===== src/rtl/sema_pkg.sv =====
package sema_pkg;
  localparam logic [7:0] KEY_ARM  = 8'hE2;
  localparam logic [7:0] KEY_FIRE = 8'h1D;

  typedef enum logic {
    SEQ_IDLE  = 1'b0,
    SEQ_ARMED = 1'b1
  } seq_state_e;
endpackage


===== src/rtl/sema_gate.sv =====
module sema_gate #(
  parameter int VW = 8
) (
  input  logic          clk,
  input  logic          rst_n,
  input  logic          wr,
  input  logic [VW-1:0] wr_val,
  input  logic [VW-1:0] wr_enc,
  input  logic          clr,
  output logic [VW-1:0] owner
);
  logic is_free, is_mine, take, give;

  assign is_free = (owner == '0);
  assign is_mine = (owner == wr_enc);
  assign take    = wr && is_free && (wr_val == wr_enc) && (wr_val != '0);
  assign give    = wr && !is_free && is_mine && (wr_val == '0);

  always_ff @(posedge clk) begin
    if (!rst_n)      owner <= '0;
    else if (clr)    owner <= '0;
    else if (take)   owner <= wr_val;
    else if (give)   owner <= '0;
  end

  // foreign write on a held gate keeps the owner
  a_r3_held_gate: assert property (@(posedge clk) disable iff (!rst_n)
    (wr && !clr && owner != '0 && owner != wr_enc) |=> $stable(owner));

  // mismatched nonzero value never locks
  a_r4_bad_value: assert property (@(posedge clk) disable iff (!rst_n)
    (wr && !clr && owner == '0 && wr_val != wr_enc) |=> (owner == '0));

  // a gate only ever takes the encoded ID of its writer
  a_r2_lock_value: assert property (@(posedge clk) disable iff (!rst_n)
    (wr && !clr && owner == '0 && wr_val == wr_enc && wr_val != '0) |=> (owner == $past(wr_enc)));

  // owner zero write frees the gate
  a_r5_release: assert property (@(posedge clk) disable iff (!rst_n)
    (wr && owner != '0 && owner == wr_enc && wr_val == '0) |=> (owner == '0));
endmodule


===== src/rtl/sema_rst_seq.sv =====
module sema_rst_seq #(
  parameter int GATES   = 16,
  parameter int RST_ALL = 64,
  parameter int ADDR_W  = 8,
  parameter int MID_W   = 3
) (
  input  logic              clk,
  input  logic              rst_n,
  input  logic              rw_en,
  input  logic              gw_en,
  input  logic [7:0]        key,
  input  logic [ADDR_W-1:0] tgt,
  input  logic [MID_W-1:0]  mid,
  output logic              armed,
  output logic [GATES-1:0]  clr_vec,
  output logic [MID_W-1:0]  last_mid,
  output logic [ADDR_W-1:0] last_tgt
);
  import sema_pkg::*;

  localparam logic [ADDR_W-1:0] ALL_A = ADDR_W'(RST_ALL);

  seq_state_e state_q;
  logic       fire, hit_all;

  assign armed   = (state_q == SEQ_ARMED);
  assign fire    = rw_en && armed && (key == KEY_FIRE);
  assign hit_all = (tgt >= ALL_A);

  always_ff @(posedge clk) begin
    if (!rst_n) begin
      state_q  <= SEQ_IDLE;
      last_mid <= '0;
      last_tgt <= '0;
    end else if (rw_en) begin
      last_mid <= mid;
      last_tgt <= tgt;
      if (state_q == SEQ_IDLE && key == KEY_ARM) state_q <= SEQ_ARMED;
      else                                        state_q <= SEQ_IDLE;
    end else if (gw_en) begin
      state_q <= SEQ_IDLE;
    end
  end

  for (genvar g = 0; g < GATES; g++) begin : g_clr
    assign clr_vec[g] = fire && (hit_all || tgt == ADDR_W'(g));
  end

  // arming key from idle arms the sequencer
  a_r7_arm: assert property (@(posedge clk) disable iff (!rst_n)
    (!armed && rw_en && key == KEY_ARM) |=> armed);

  // an intervening gate write aborts
  a_r9_gate_abort: assert property (@(posedge clk) disable iff (!rst_n)
    (armed && gw_en && !rw_en) |=> !armed);

  // no clear pulse without an armed sequencer
  a_r9_no_clear_idle: assert property (@(posedge clk) disable iff (!rst_n)
    (!armed) |-> (clr_vec == '0));

  // status captures each reset-register write
  a_r10_status: assert property (@(posedge clk) disable iff (!rst_n)
    rw_en |=> (last_mid == $past(mid) && last_tgt == $past(tgt)));
endmodule


===== src/rtl/sema_bank.sv =====
module sema_bank #(
  parameter int GATES   = 16,
  parameter int MASTERS = 8,
  parameter int RST_ALL = 64,
  parameter int ADDR_W  = 8,
  parameter int MID_W   = $clog2(MASTERS)
) (
  input  logic              clk,
  input  logic              rst_n,
  input  logic              wr_en,
  input  logic              wr_sel,
  input  logic [ADDR_W-1:0] wr_idx,
  input  logic [MID_W-1:0]  wr_mid,
  input  logic [15:0]       wr_data,
  input  logic [ADDR_W-1:0] rd_idx,
  output logic [7:0]        rd_val,
  output logic              rst_armed,
  output logic [MID_W-1:0]  rst_last_mid,
  output logic [ADDR_W-1:0] rst_last_tgt
);
  localparam int VW = 8;
  localparam logic [ADDR_W-1:0] GATES_A = ADDR_W'(GATES);
  localparam logic [ADDR_W-1:0] ALL_A   = ADDR_W'(RST_ALL);

  logic [GATES-1:0][VW-1:0] own_q;
  logic [GATES-1:0]         clr_vec;
  logic [VW-1:0]            enc;
  logic                     gw_en, rw_en;

  assign enc   = VW'(wr_mid) + VW'(1);
  assign gw_en = wr_en && !wr_sel;
  assign rw_en = wr_en && wr_sel;

  for (genvar g = 0; g < GATES; g++) begin : g_gate
    sema_gate #(.VW(VW)) u_gate (
      .clk   (clk),
      .rst_n (rst_n),
      .wr    (gw_en && wr_idx == ADDR_W'(g)),
      .wr_val(wr_data[VW-1:0]),
      .wr_enc(enc),
      .clr   (clr_vec[g]),
      .owner (own_q[g])
    );
  end

  sema_rst_seq #(
    .GATES(GATES), .RST_ALL(RST_ALL), .ADDR_W(ADDR_W), .MID_W(MID_W)
  ) u_seq (
    .clk     (clk),
    .rst_n   (rst_n),
    .rw_en   (rw_en),
    .gw_en   (gw_en),
    .key     (wr_data[7:0]),
    .tgt     (wr_data[8+ADDR_W-1:8]),
    .mid     (wr_mid),
    .armed   (rst_armed),
    .clr_vec (clr_vec),
    .last_mid(rst_last_mid),
    .last_tgt(rst_last_tgt)
  );

  always_comb begin
    rd_val = '0;
    for (int g = 0; g < GATES; g++)
      if (rd_idx == ADDR_W'(g)) rd_val = own_q[g];
  end

  // writes beyond the gate count change nothing
  a_r6_out_of_range: assert property (@(posedge clk) disable iff (!rst_n)
    (gw_en && wr_idx >= GATES_A) |=> $stable(own_q));

  // firing with an all-gates target empties the array
  a_r8_clear_all: assert property (@(posedge clk) disable iff (!rst_n)
    (rw_en && rst_armed && wr_data[7:0] == sema_pkg::KEY_FIRE && wr_data[8+ADDR_W-1:8] >= ALL_A)
    |=> (own_q == '0));

  // a dead-zone target clears nothing
  a_r9_dead_target: assert property (@(posedge clk) disable iff (!rst_n)
    (rw_en && wr_data[8+ADDR_W-1:8] >= GATES_A && wr_data[8+ADDR_W-1:8] < ALL_A) |=> $stable(own_q));
endmodule


===== config.mk =====
export PLATFORM = sky130hd
export DESIGN_NAME = sema_bank
export DESIGN_NICKNAME = d
export VERILOG_FILES = /design/src/rtl/sema_pkg.sv /design/src/rtl/sema_gate.sv /design/src/rtl/sema_rst_seq.sv /design/src/rtl/sema_bank.sv
export SDC_FILE = /design/constraint.sdc
export NUM_CORES = 1
export LEC_CHECK = 0
export ABC_AREA = 0
export BUFFER_PORTS_ARGS = -buffer_cell sky130_fd_sc_hd__buf_2
export CAP_MARGIN = 20
export CORE_AREA = 2 2 142 144
export CTS_CLUSTER_SIZE = 12
export DETAILED_ROUTE_END_ITERATION = 8
export DIE_AREA = 0 0 144 146
export SYNTH_ARGS = -nofsm -noshare
export SYNTH_HDL_FRONTEND = slang
export SYNTH_SLANG_ARGS = --single-unit

===== constraint.sdc =====
create_clock -name clk -period 2.95 [get_ports clk]
set_clock_uncertainty 0.1 [all_clocks]
set_input_delay 0.59 -clock clk [delete_from_list [all_inputs] [get_ports clk]]
set_output_delay 0.59 -clock clk [all_outputs]
set_load 0.02 [all_outputs]

==> flow_summary.yaml <==
run_status:
  status: "complete, but fails checks"
  violations: "negative setup slack"
layout:
  syn2layout_area_growth_pct: 23.53
  n_antenna_cell: 0
  regArea_um2: 2804
  fillCellCount: 1834
  multi_input_area_um2: 4746
  layout-drive-gt1-share: 0.2575
  fin_nets: 961
  stdcell_count: 1197
route:
  ant_nets: 0
  dr.pass1.iters: 6
  wire_per_inst_um: 21.41
  initialDrtViolationCount: 596
  drc: 0
  wl_um: 25630
  vias: 7061
  viasPerCell: 5.899
sta:
  tightestPinTransition_ns: 0.7520
  max_slew_margin: 0.4940
  hold_viol_final: 0
  finalCritPeriodShare: 1.017
  max_freq_mhz: 333.3
  timing.final.ws_setup_ns: -0.05056
  min_period_ns: 3.001
  rsz0062_at_grt: "yes"
  drv_slew: 0
  setup_viol: 6
  timing.hold.ws_ns: 0.3298
pwr:
  pwr-share-seq: 0.417
  comb_power_share: 0.107
  p_leak_nw: 3.600
  ir_drop_mv: 0.3678
  p_sw_mw: 1.162
  p_per_area_nw_per_um2: 482.7
  swShare: 0.2550
  internal_power_mw: 3.395
  clkPwrFrac: 0.476
job:
  maxCapViolCount: 0
setup_path:
  crit_path_max_fanout: 6
  cp.arrival_ns: 2.31
  r2r_setup_slack_ns: 0.82
  cpPeakStageDelay_ns: 0.58
  crit_slowest_cell: "or4_4"
  endpoint_kind: "output port"
  crit_type: "input pin to output port"
  cp.required_ns: 2.26
  crit_path_cell_trace: "buf_6, or4_4, or4_4, buf_6, o22ai_2, a22oi_1, o21ai_1, buf_4"
  crit_path_start_kind: "input pin"
synthesis:
  syn_avg_cell_area_um2: 9.331
  yosysTopAreaCell: "dfxtp_1"
  seq_area_frac_synth: 0.3667
  netlist_instances: 819
  synth_edf_count: 0
  synth_cell_types: 76
  synth_fp_nets: 859
  ys_ff_latch: 140
  synthArstFlopShare: 0
  yosys_warnings: 0
  synth_area_um2: 7642
  synth_area_leaders: "dfxtp_1 37%, a22o_1 7.3%, and2_1 5.6%"
  ys.flop_type: "dfxtp_1"
  synth_largest_type_area_fraction: 0.3667
placement:
  post-dp-hpwl_um: 18740
  place_inst: 1165
  dp_slack_ns: -0.2604
  io_buffers: 58
  routabilityCongestion: 0.8938
die:
  start_util: 0.3953
  ios: 59
  die_w_um: 144
  num_rows: 51
  die-area_um2: 21020
  core_area_um2: 19330
  dieHeight_um: 146
global_route:
  antenna_found_initial: 1
  grt.overflow.total: 0
  grt_pass1_vias: 6695
  grt_usage: 0.2458
  grt_max_degree: 28
  grt_pass1_wl_um: 39540
clock_tree:
  clock_tree.root_cell: "clkbuf_16"
  htree_levels: 4
  cts_tree: "done"
  cts_made_buffers: 17
  clkTransAtPathRegs_ns: 0.06
  hold_buffers: 0
  clk_latency_ns: 0.43
  clock-sinks: 140
  clock_path_buffers: 2
worst_hold_path:
  min_path_type: "input pin to flip-flop"
kinds of logic after synthesis:
logic type,Yosys count,share of synthesized area
buf+inv,59,0.03438
simple gates,312,0.2538
compound gates,213,0.2074
flops,140,0.3667
xor+xnor,63,0.07220
fa+ha+maj,1,0.001637
mux,31,0.06385
cell usage after synthesis (8+ instances only):
library cell,n
dfxtp_1,140
inv_1,9
a211oi_1,10
nand2b_1,9
a31oi_1,13
mux2_2,12
nand3b_1,8
a22o_1,64
a21boi_0,11
o22ai_1,10
nand2_1,57
o21a_1,11
nor2_1,38
and2_1,68
or3_1,12
xnor2_1,36
a21oi_1,24
nand3_1,10
buf_2,14
nor3_1,10
o21ai_0,23
clkbuf_1,23
xor2_1,27
mux4_2,13
nor4_1,47
sequential cells by signal, summed over array words and instances, names as in the netlist:
name,flops
g_gate.u_gate.owner,128
u_seq.last_tgt,8
u_seq.last_mid,3
u_seq.armed,1
cells in the final DEF, fill, tap and decap left out, types with 17 or more instances in the layout:
master and n:
a21oi_1 23, a22o_1 64, and2_1 68, buf_2 48, buf_4 70, clkbuf_16 17
dfxtp_1 139, nand2_1 57, nor2_1 37, nor4_1 47, xnor2_1 36, xor2_1 27
per-stage QoR:
step | power, mW | TNS (ns) | util | area, µm²
after floorplan | 2.224 | -0.003265 | - | 7659
after global placement | 2.399 | -1.255 | 0.4457 | 8617
after detailed placement | 2.403 | -1.334 | 0.4457 | 8617
after CTS | 4.561 | -0.1369 | 0.4839 | 9355
after global routing | 4.685 | -0.5308 | 0.4883 | 9440
final | 4.557 | -0.1699 | 0.4883 | 9440
routing by layer:
layer  vias to the layer above  routed length (µm)  track usage  part of all wire
met3                        30                1898      0.05133             0.074
met4                         0                 451      0.07059             0.018
li1                       3297                   -            -                 -
met1                      3430               12040       0.3566              0.47
met2                       304               11240       0.3669              0.44
met5                         -                   0            0                 0
repair_timing:
action,CTS,global route
pin swaps,14,5
setup endpoints to repair,8,8
cloned,0,0
gates resized for setup,44,17
endpoints found under the hold margin,0,0
setup buffers,0,2
worst max-delay path: cells and delay by family:
| kind | cells | cell delay [ns] |
|---|---|---|
| AO/OA/AOI/OAI | 3 | 0.29 |
| buffers and inverters | 3 | 0.40 |
| AND/OR/NAND/NOR | 2 | 1.04 |
layout make-up:
| type | instances | area share |
|---|---|---|
| multi-input cells | 620 | 0.5027 |
| inverters | 11 | 0.004374 |
| well taps | 265 | 0.03512 |
| clock inverters | 11 | 0.01551 |
| flip-flops and latches | 140 | 0.2970 |
| clock buffers | 19 | 0.04586 |
| repair buffers | 131 | 0.09940 |
path summary, 6_finish.rpt:
| kind | from | endpoint | cells past startpoint |
|---|---|---|---|
| max | rd_idx[6] | rd_val[6] | 8 |
| max reg2reg | g_gate[15].u_gate.owner[7] | g_gate[15].u_gate.owner[1] | 5 |
| min | wr_data[12] | u_seq.last_tgt[4] | 3 |
| min reg2reg | u_seq.last_tgt[7] | u_seq.last_tgt[7] | 2 |
power groups by stage:
stage                     clock network, mW  logic, mW  registers, mW
after floorplan                           0      0.273           1.95
after CTS                              2.19      0.474           1.90
after global routing                   2.26      0.521           1.90
final                                  2.17      0.487           1.90
after global placement                    0      0.457           1.94
after detailed placement                  0      0.460           1.94
(Power assumes the default switching activity.)
